--- src/rtl/sdc_pkg.sv ---
package sdc_pkg;
   localparam int CMD_W     = 16;
   localparam int CB_RD     = 6;
   localparam int CB_WR     = 7;
   localparam int CB_LONG   = 9;
   localparam int CB_NORSP  = 10;
   localparam int CB_BUSY   = 11;
   localparam int CB_FAIL   = 14;
   localparam int CB_NEW    = 15;
   localparam int ST_W      = 16;
   localparam int ST_TOUT   = 6;
   localparam int BYTES_PER_WORD = 4;

   typedef enum logic [1:0] {
      LEN_NONE  = 2'd0,
      LEN_SHORT = 2'd1,
      LEN_LONG  = 2'd2,
      LEN_BAD   = 2'd3
   } rsp_len_e;

   typedef enum logic [1:0] {
      PH_IDLE = 2'd0,
      PH_REQ  = 2'd1,
      PH_WAIT = 2'd2
   } phase_e;
endpackage

--- src/rtl/sdc_rsp_check.sv ---
module sdc_rsp_check
   import sdc_pkg::*;
(
   input  logic       rsp_err,
   input  logic [1:0] rsp_len,
   input  logic       want_none,
   input  logic       want_long,
   output logic       bad
);
   logic len_bad;

   always_comb begin
      len_bad = 1'b0;
      unique case (rsp_len)
         LEN_NONE:  len_bad = 1'b1;
         LEN_SHORT: len_bad = want_long;
         LEN_LONG:  len_bad = 1'b0;
         default:   len_bad = 1'b1;
      endcase
      bad = rsp_err | (!want_none & len_bad);
   end
endmodule

--- src/rtl/sdc_rsp_pack.sv ---
module sdc_rsp_pack
   import sdc_pkg::*;
#(
   parameter int RSP_WORDS = 4,
   parameter int WORD_W    = 32
) (
   input  logic [RSP_WORDS*WORD_W-1:0] bytes_in,
   input  logic                        is_long,
   output logic [RSP_WORDS*WORD_W-1:0] words_out
);
   localparam int BPW = WORD_W / 8;

   if (BPW != BYTES_PER_WORD) begin : g_bad_word
      $error("sdc_rsp_pack: WORD_W must hold four bytes");
   end

   for (genvar w = 0; w < RSP_WORDS; w++) begin : g_word
      localparam int LBASE = (RSP_WORDS - 1 - w) * BPW;
      logic [WORD_W-1:0] long_w;
      logic [WORD_W-1:0] short_w;

      for (genvar b = 0; b < BPW; b++) begin : g_byte
         localparam int HI = WORD_W - 1 - 8*b;
         assign long_w[HI -: 8] = bytes_in[8*(LBASE + b) +: 8];
         if (w == 0) begin : g_s0
            assign short_w[HI -: 8] = bytes_in[8*b +: 8];
         end else begin : g_sz
            assign short_w[HI -: 8] = 8'h00;
         end
      end

      assign words_out[w*WORD_W +: WORD_W] = is_long ? long_w : short_w;
   end
endmodule

--- src/rtl/sdc_issue_seq.sv ---
module sdc_issue_seq
   import sdc_pkg::*;
(
   input  logic clk,
   input  logic rst_n,
   input  logic launch,
   input  logic req_ready,
   input  logic rsp_valid,
   output logic req_valid,
   output logic accept,
   output logic pending
);
   phase_e ph_q;

   always_ff @(posedge clk) begin
      if (!rst_n) begin
         ph_q <= PH_IDLE;
      end else begin
         unique case (ph_q)
            PH_IDLE: if (launch)    ph_q <= PH_REQ;
            PH_REQ:  if (req_ready) ph_q <= PH_WAIT;
            PH_WAIT: if (rsp_valid) ph_q <= PH_IDLE;
            default:                ph_q <= PH_IDLE;
         endcase
      end
   end

   assign req_valid = (ph_q == PH_REQ);
   assign accept    = (ph_q == PH_WAIT) && rsp_valid;
   assign pending   = (ph_q != PH_IDLE);
endmodule

--- src/rtl/sdc_cmd_launcher.sv ---
module sdc_cmd_launcher
   import sdc_pkg::*;
#(
   parameter int ADDR_W    = 4,
   parameter int DATA_W    = 32,
   parameter int ARG_W     = 32,
   parameter int IDX_W     = 6,
   parameter int RSP_WORDS = 4,
   parameter int RSP_BASE  = 4
) (
   input  logic                      clk,
   input  logic                      rst_n,
   input  logic                      reg_wr_en,
   input  logic [ADDR_W-1:0]         reg_addr,
   input  logic [DATA_W-1:0]         reg_wdata,
   output logic [DATA_W-1:0]         reg_rdata,
   output logic                      req_valid,
   input  logic                      req_ready,
   output logic [IDX_W-1:0]          req_index,
   output logic [ARG_W-1:0]          req_arg,
   input  logic                      rsp_valid,
   input  logic                      rsp_err,
   input  logic [1:0]                rsp_len,
   input  logic [32*RSP_WORDS-1:0]   rsp_bytes,
   output logic                      data_go,
   output logic                      data_is_write
);
   localparam int WORD_W   = 32;
   localparam int RSP_BITS = WORD_W * RSP_WORDS;
   localparam logic [ADDR_W-1:0] A_CMD = ADDR_W'(0);
   localparam logic [ADDR_W-1:0] A_ARG = ADDR_W'(1);
   localparam logic [ADDR_W-1:0] A_ST  = ADDR_W'(2);

   if (DATA_W < CMD_W || DATA_W < ARG_W || DATA_W < WORD_W) begin : g_bad_dw
      $error("sdc_cmd_launcher: DATA_W too narrow");
   end
   if (IDX_W < 1 || IDX_W > CB_RD) begin : g_bad_idx
      $error("sdc_cmd_launcher: IDX_W must fit below the read bit");
   end
   if (RSP_WORDS < 2) begin : g_bad_rw
      $error("sdc_cmd_launcher: need at least two response words");
   end
   if (RSP_BASE < 3 || RSP_BASE + RSP_WORDS > (1 << ADDR_W)) begin : g_bad_map
      $error("sdc_cmd_launcher: response words do not fit the address space");
   end

   logic [CMD_W-1:0]    cmd_q;
   logic [ARG_W-1:0]    arg_q;
   logic [ST_W-1:0]     status_q;
   logic [RSP_BITS-1:0] rsp_q;
   logic [RSP_BITS-1:0] packed_w;
   logic                go_q;
   logic                pending;
   logic                accept;
   logic                bad;
   logic                launch;
   logic                wr_free;

   assign wr_free = reg_wr_en && !pending;
   assign launch  = wr_free && (reg_addr == A_CMD) && reg_wdata[CB_NEW];

   sdc_issue_seq u_seq (
      .clk       (clk),
      .rst_n     (rst_n),
      .launch    (launch),
      .req_ready (req_ready),
      .rsp_valid (rsp_valid),
      .req_valid (req_valid),
      .accept    (accept),
      .pending   (pending)
   );

   sdc_rsp_check u_chkl (
      .rsp_err   (rsp_err),
      .rsp_len   (rsp_len),
      .want_none (cmd_q[CB_NORSP]),
      .want_long (cmd_q[CB_LONG]),
      .bad       (bad)
   );

   sdc_rsp_pack #(.RSP_WORDS(RSP_WORDS), .WORD_W(WORD_W)) u_pack (
      .bytes_in  (rsp_bytes),
      .is_long   (rsp_len == LEN_LONG),
      .words_out (packed_w)
   );

   always_ff @(posedge clk) begin
      if (!rst_n) begin
         cmd_q    <= '0;
         arg_q    <= '0;
         status_q <= '0;
         rsp_q    <= '0;
         go_q     <= 1'b0;
      end else begin
         go_q <= accept && (cmd_q[CB_RD] || cmd_q[CB_WR]);
         if (wr_free && reg_addr == A_CMD) begin
            cmd_q          <= reg_wdata[CMD_W-1:0];
            cmd_q[CB_FAIL] <= 1'b0;
         end
         if (wr_free && reg_addr == A_ARG) begin
            arg_q <= reg_wdata[ARG_W-1:0];
         end
         if (reg_wr_en && reg_addr == A_ST && reg_wdata[ST_TOUT]) begin
            status_q[ST_TOUT] <= 1'b0;
         end
         if (accept) begin
            cmd_q[CB_NEW] <= 1'b0;
            if (bad) begin
               cmd_q[CB_FAIL]    <= 1'b1;
               status_q[ST_TOUT] <= 1'b1;
            end else if (!cmd_q[CB_NORSP]) begin
               rsp_q <= packed_w;
            end
         end
      end
   end

   always_comb begin
      reg_rdata = '0;
      if (reg_addr == A_CMD) begin
         reg_rdata = DATA_W'(cmd_q);
      end else if (reg_addr == A_ARG) begin
         reg_rdata = DATA_W'(arg_q);
      end else if (reg_addr == A_ST) begin
         reg_rdata = DATA_W'(status_q);
      end else begin
         for (int w = 0; w < RSP_WORDS; w++) begin
            if (reg_addr == ADDR_W'(RSP_BASE + w)) begin
               reg_rdata = DATA_W'(rsp_q[w*WORD_W +: WORD_W]);
            end
         end
      end
   end

   assign req_index     = cmd_q[IDX_W-1:0];
   assign req_arg       = arg_q;
   assign data_go       = go_q;
   assign data_is_write = cmd_q[CB_WR];
endmodule

--- config.mk ---
export PLATFORM = sky130hd
export DESIGN_NAME = sdc_cmd_launcher
export DESIGN_NICKNAME = d
export VERILOG_FILES = /design/src/rtl/sdc_pkg.sv /design/src/rtl/sdc_rsp_check.sv /design/src/rtl/sdc_rsp_pack.sv /design/src/rtl/sdc_issue_seq.sv /design/src/rtl/sdc_cmd_launcher.sv
export SDC_FILE = /design/constraint.sdc
export NUM_CORES = 1
export LEC_CHECK = 0
export ABC_AREA = 1
export BUFFER_PORTS_ARGS = -buffer_cell sky130_fd_sc_hd__buf_2
export CELL_PAD_IN_SITES_DETAIL_PLACEMENT = 1
export CELL_PAD_IN_SITES_GLOBAL_PLACEMENT = 2
export CORE_UTILIZATION = 28
export CTS_BUF_LIST = sky130_fd_sc_hd__clkbuf_4
export CTS_CLUSTER_SIZE = 10
export DETAILED_ROUTE_END_ITERATION = 10
export PLACE_DENSITY_LB_ADDON = 0.08
export REMOVE_ABC_BUFFERS = 1
export SETUP_SLACK_MARGIN = 0.4
export SLEW_MARGIN = 25
export SYNTH_ARGS = -nofsm -noshare
export SYNTH_HDL_FRONTEND = slang
export SYNTH_SLANG_ARGS = --single-unit
--- constraint.sdc ---
create_clock -name clk -period 2 [get_ports clk]
set_clock_uncertainty 0.2 [all_clocks]
set_input_delay 0 -clock clk [delete_from_list [all_inputs] [get_ports clk]]
set_output_delay 0 -clock clk [all_outputs]
set_load 0.01 [all_outputs]
==> flow_summary.toml, run 1 <==
[grt]
grt_max_degree = 76
grt_overflow_total = 0
grt_pass1_wl_um = 75600
grt_use_total = 0.280
grt_antenna_before_repair = 2
grt_pass1_vias = 13200

[die]
dieHeight_um = 187
rows = 67
start_util = 0.286
die_w_um = 187
core_area_sq_um = 33600
pin_count = 245
dieArea_sq_um = 35000

[synthesis]
yosysWarnings = 0
ys_seq_area_frac = 0.375
ys_ff_latch = 180
syn-instance-count = 1587
yosys.cell_types.count = 24
syn_area_sq_um = 9600
syn_area_per_cell_sq_um = 6.05

[sta]
period_needed_ns = 1.93
fin_ws_ns = 0.0700
rsz0062_at_grt = "yes"
worst_pin_slew_ns = 0.943
max_freq_mhz = 518
drv_slew = 0
finalCritPeriodShare = 0.965
slew_headroom = 0.370
hold_violations = 0
finalSetupViolations = 0

[final_layout]
seq_area_sq_um = 3650
fillers = 4143
drive_gt1_frac = 0.375
synthToLayoutAreaGrowth_pct = 87.6
final_area_sq_um = 18000
multi_input_area_sq_um = 6350
finalNetCount = 2316
finish.utilization = 0.536
layoutNonFillerInstCount = 2606

[critical_path]
crit_buf_inv = 1
critPathMaxFanout = 2
cp_top_family = "flip-flops"
worstPathRequired_ns = 1.80
crit_arrival_ns = 1.73
reg2reg_slack_ns = 0.08
critPathLaunchType = "flop"
critPathKind = "reg2out"
crit_path_max_incr_delay_ns = 0.36
crit_start = "rsp_q[76]"
r2r-start = "u_seq.ph_q[0]"
r2r_end = "rsp_q[105]"
endpoint_kind = "output port"
path_common_cell = "nand3_1"
cp_cell_sequence = "o211ai_1, nand3_1, o21ai_2, nand3_1, buf_2"
reg2regPathDepth = 11
slowest_stage = "dfxtp_1"

[routing]
drtIter0Drc = 629
post_drt_wl_per_cell_um = 20.6
first_pass_iters = 4
ant_nets = 0
vias_per_cell = 4.92
drcViolationCount = 0
vias = 12800
totalWireLength_um = 53600

[hold_path]
hold-path-cell-count = 6
min_from = "rsp_bytes[2]"
hold_class = "in2reg"
holdPathEnd = "rsp_q[26]"

[placement]
dp_cells = 2202
place.gp.congestion = 0.745
post_dp_cell_area_sq_um = 11400
dpl.hpwl_um = 25700
place_ws_ns = 0.124
io_buffers = 244

[clock_tree]
cts_tree = "yes"
cts-htree-levels = 4
cts_root_buf = "clkbuf_4"
clkSinkCount = 180
clk_pin_slew_ns = 0.16
clock_path_buffers = 2
numCtsBuffers = 17
clock_latency_ns = 0.64

[outcome]
outcome = "finished, final reports clean"

[power_and_ir_drop]
power_leakage_nw = 7.99
ir_drop_mv = 0.389
p_per_area_nw_per_um2 = 414
power_mw = 7.45

[run]
drv_cap = 0
-- synthesized netlist by cell type --
master	instances	area share
nor2_2	1	0.00065
buf_6	2	0.0023
dfxtp_1	180	0.38
inv_2	6	0.0023
nand2_1	589	0.23
nand2_2	1	0.00065
nor2_4	5	0.0059
clkbuf_1	59	0.023
clkbuf_2	1	0.00052
nor2_1	263	0.10
buf_1	10	0.0039
nand3_1	82	0.043
o211ai_1	30	0.023
buf_2	42	0.022
nor4_1	1	0.00065
nand3_2	2	0.0021
nor3_2	2	0.0021
nand4_1	98	0.064
o21ai_0	50	0.026
o21ai_1	12	0.0063
inv_1	138	0.054
nand3b_1	1	0.00078
buf_4	7	0.0055
a21oi_1	5	0.0026
-- how the worst max path moves through the flow --
stage | endpoint | depth (start not counted)
floorplan | rsp_q[0] | 7
global placement | reg_rdata[24] | 8
detailed placement | reg_rdata[27] | 8
CTS | reg_rdata[12] | 5
global route | reg_rdata[12] | 5
finish | reg_rdata[12] | 5
-- where the power goes --
part           internal [mW]  switching, mW
Clock                  0.724           1.45
Sequential              3.61         0.0218
Combinational          0.807          0.840
Total                   5.14           2.32
-- placed cells by master, fill, tap and decap left out, drive strengths merged --
cell type / n
dfxtp: 180
clkinvlp: 4
o21ai: 62
dlygate4sd3: 260
diode: 1
nand4: 98
nor2: 269
nand2: 590
buf: 387
clkbuf: 29
nor3: 2
inv: 142
nor4: 1
nand3b: 1
nand3: 84
bufinv: 2
a21oi: 5
o211ai: 30
clkinv: 11
-- layout make-up --
| type | instances | share of cell area |
|---|---|---|
| Clock buffer | 17 | 0.00709 |
| Clock inverter | 15 | 0.00785 |
| Multi-Input combinational cell | 1142 | 0.353 |
| Inverter | 144 | 0.0317 |
| Tap cell | 448 | 0.0311 |
| Antenna cell | 1 | 0.000139 |
| Timing Repair Buffer | 659 | 0.367 |
| Sequential cell | 180 | 0.203 |
-- worst min-delay path, cell delays in order --
cell and delay (ns):
dlygate4sd3_1 0.51, buf_2 0.10, nand2_1 0.05, nand2_1 0.05, nor2_1 0.04, nor2_1 0.08
-- cell families after synthesis --
logic type             share of synthesized area
AO/OA/AOI/OAI                             0.0584
buffers and inverters                      0.114
flip-flops                                 0.375
AND/OR/NAND/NOR                            0.453
-- timing repair --
action | in CTS | in global routing
cloned | 35 | 12
hold buffers | 260 | 2
gates resized for setup | 250 | 379
pin swaps | 73 | 134
setup endpoints to repair | 195 | 211
buffers inserted | 35 | 29
hold endpoints to repair | 180 | 25
-- flip-flops by register name (all words and copies together) (netlist names) --
name,cells
data_go,1
status_q,1
req_arg,32
cmd_q,16
u_seq.ph_q,2
rsp_q,128
-- per-layer routing --
| metal | vias to the layer above | track usage | wire length (um) |
|---|---|---|---|
| li1 | 6104 | - | - |
| met1 | 6329 | 0.367 | 24300 |
| met2 | 331 | 0.474 | 25800 |
| met3 | 64 | 0.0439 | 2230 |
| met4 | 2 | 0.0772 | 1230 |
| met5 | - | 0 | 13 |
-- metrics by stage --
stage          hold WS (ns)  setup TNS, ns
6_report             0.0303              0
3_5_place_dp         0.0317              0
3_3_place_gp         0.0201              0
2_1_floorplan       -0.0796        -742.99
4_1_cts             0.00113              0
5_1_grt              0.0172         -0.111
Power figures use the tool's default switching activity.
==> run 2, diff against run 1 <==
--- a/config.mk
+++ b/config.mk
@@ -5,11 +5,10 @@
 export SDC_FILE = /design/constraint.sdc
 export NUM_CORES = 1
 export LEC_CHECK = 0
-export ABC_AREA = 1
-export BUFFER_PORTS_ARGS = -buffer_cell sky130_fd_sc_hd__buf_2
+export BUFFER_PORTS_ARGS = -buffer_cell sky130_fd_sc_hd__clkbuf_2
 export CELL_PAD_IN_SITES_DETAIL_PLACEMENT = 1
 export CELL_PAD_IN_SITES_GLOBAL_PLACEMENT = 2
-export CORE_UTILIZATION = 28
+export CORE_UTILIZATION = 31
 export CTS_BUF_LIST = sky130_fd_sc_hd__clkbuf_4
 export CTS_CLUSTER_SIZE = 10
 export DETAILED_ROUTE_END_ITERATION = 10
==> flow_summary.toml, run 2 <==
[routing]
drtIter0Drc = 481
totalWireLength_um = 40600
drcViolationCount = 0
ant_nets = 0
post_drt_wl_per_cell_um = 20.0
first_pass_iters = 5
vias_per_cell = 5.05
vias = 10200

[critical_path]
worstPathRequired_ns = 2.32
reg2reg_slack_ns = -0.05
critPathLaunchType = "flop"
endpoint_kind = "flop"
critPathKind = "reg2reg"
r2r-start = "cmd_q[9]"
r2r_end = "rsp_q[16]"
reg2regPathDepth = 7
cp_cell_sequence = "or3b_4, a2111oi_4, buf_4, buf_12, buf_12, clkbuf_16, o211a_1"
crit_arrival_ns = 2.37
critPathMaxFanout = 6
slowest_stage = "or3b_4"
crit_path_max_incr_delay_ns = 0.39
path_common_cell = "buf_12"

[clock_tree]
cts-htree-levels = 4
clock_path_buffers = 2
clkSinkCount = 180
numCtsBuffers = 17
ctsHoldBuffers = 329
clk_pin_slew_ns = 0.16
cts_tree = "yes"
cts_root_buf = "clkbuf_4"
clock_latency_ns = 0.59

[sta]
drv_slew = 0
slew_headroom = 0.645
whs_ns = -0.185
rsz0062_at_grt = "yes"
finalCritPeriodShare = 1.02
worst_pin_slew_ns = 0.533
tns_ns = -1.55
finalSetupViolations = 72
period_needed_ns = 2.05
max_freq_mhz = 488
fin_ws_ns = -0.0475
hold_violations = 10

[hold_path]
holdPathEnd = "rsp_q[73]"
hold_class = "in2reg"
hold-path-cell-count = 5
min_from = "rsp_len[0]"

[final_layout]
layout_commonest_cell = "dlygate4sd3_1"
final_cell_mix = "dlygate4sd3_1, clkbuf_2, nand2_1"
largest_register_ff_count = 128
finish.utilization = 0.587
drive_gt1_frac = 0.361
fillers = 3118
top_register = "rsp_q"
synthToLayoutAreaGrowth_pct = 84.1
finalNetCount = 1814

[synthesis]
syn_area_sq_um = 8690
synth_top_cell_by_area = "dfxtp_1"
synth-edff-count = 0
ys_seq_area_frac = 0.415
yosysMostFrequentCell = "nand2_1"
yosysWarnings = 0
syn-instance-count = 1055
ys_ff_latch = 180
synthFlopType = "dfxtp_1"
synth_top_cell_area_share = 0.415
synth_common_cells = "nand2_1, dfxtp_1, o21ai_0, nand3_1, mux2i_1"
synth.area.top_cells = "dfxtp_1, mux2i_1, nand2_1"
ys_async_sr_fraction = 0
yosys.cell_types.count = 39
syn_area_per_cell_sq_um = 8.24

[die]
start_util = 0.319
die_w_um = 169
core_area_sq_um = 27300
pin_count = 245
rows = 60
dieArea_sq_um = 28700
dieHeight_um = 169

[power_and_ir_drop]
ir_drop_mv = 0.291
p_per_area_nw_per_um2 = 460
power_mw = 7.36
power_leakage_nw = 6.93

[grt]
grt_use_total = 0.273
grt_antenna_before_repair = 4
grt_overflow_total = 0
grt_max_degree = 107
grt_pass1_wl_um = 60500
grt_pass1_vias = 10800

[run]
drv_cap = 0

[placement]
io_buffers = 244
place.gp.congestion = 0.755
dpl.hpwl_um = 20800

[outcome]
violations = "negative hold slack, negative setup slack"
outcome = "finished with violations"
[run 2: cell types whose count changed after synthesis, moves of 33 or more]
cell,previous run,this run
inv_1,138,2
mux2i_1,0,78
nand2_1,589,199
nand4_1,98,1
nor2_1,263,53
nor2b_1,0,33
o21ai_0,50,104
[run 2: layout make-up]
| class | instances | area [sq um] | share of cell area |
|---|---|---|---|
| Inverter | 2 | 7.51 | 0.000469 |
| Tap cell | 372 | 465 | 0.0291 |
| Multi-Input combinational cell | 764 | 5300 | 0.331 |
| Clock buffer | 18 | 135 | 0.00844 |
| Timing Repair Buffer | 677 | 6270 | 0.392 |
| Antenna cell | 3 | 7.51 | 0.000469 |
| Sequential cell | 180 | 3660 | 0.228 |
| Clock inverter | 14 | 169 | 0.0106 |
[run 2: kinds of logic after synthesis]
logic type	after synthesis	share of synthesized area
AO/OA/AOI/OAI	284	0.222
buffers and inverters	111	0.0675
flip-flops	180	0.415
multiplexers	78	0.0898
AND/OR/NAND/NOR	402	0.206
[run 2: stage by stage]
step | instances | worst slack, ns | instance area [sq um]
2_1_floorplan | 946 | -5.33 | 8110
3_3_place_gp | 1611 | -0.104 | 10400
3_5_place_dp | 1611 | -0.129 | 10400
4_1_cts | 2003 | -0.0140 | 15000
5_1_grt | 2029 | -0.133 | 16000
6_report | 2030 | -0.0475 | 16000
[run 2: critical path: cells and delay by family (launching register included)]
family / cells / cell delay, ns
AOI/OAI and AO/OA: 2 / 0.45
DFF: 1 / 0.35
buffers and inverters: 4 / 0.60
and+or+nand+nor: 1 / 0.39
[run 2: report_power, final]
part	internal (mW)	switching (mW)
Clock	0.799	1.50
Sequential	3.60	0.0113
Combinational	0.816	0.624
Total	5.22	2.14
[run 2: timing repair]
action,in CTS,in global routing
gates resized for setup,184,191
gates cloned,18,13
pin swaps,42,54
endpoints found under the setup margin,209,211
buffers inserted,13,11
endpoints found under the hold margin,180,23
[run 2: per-layer routing]
layer / GRT usage / part of all wire
met1: 0.341 / 0.44
met2: 0.479 / 0.50
met3: 0.0555 / 0.042
met4: 0.0650 / 0.011
met5: 0 / 0.00032
[run 2: how the worst max path moves through the flow]
stage | slack [ns] | from | endpoint
6_report | -0.05 | cmd_q[9] | rsp_q[16]
5_1_grt | -0.13 | cmd_q[9] | rsp_q[52]
4_1_cts | -0.01 | cmd_q[9] | rsp_q[21]
3_5_place_dp | -0.13 | cmd_q[9] | rsp_q[16]
3_3_place_gp | -0.10 | cmd_q[9] | rsp_q[20]
2_1_floorplan | -5.33 | cmd_q[9] | rsp_q[100]
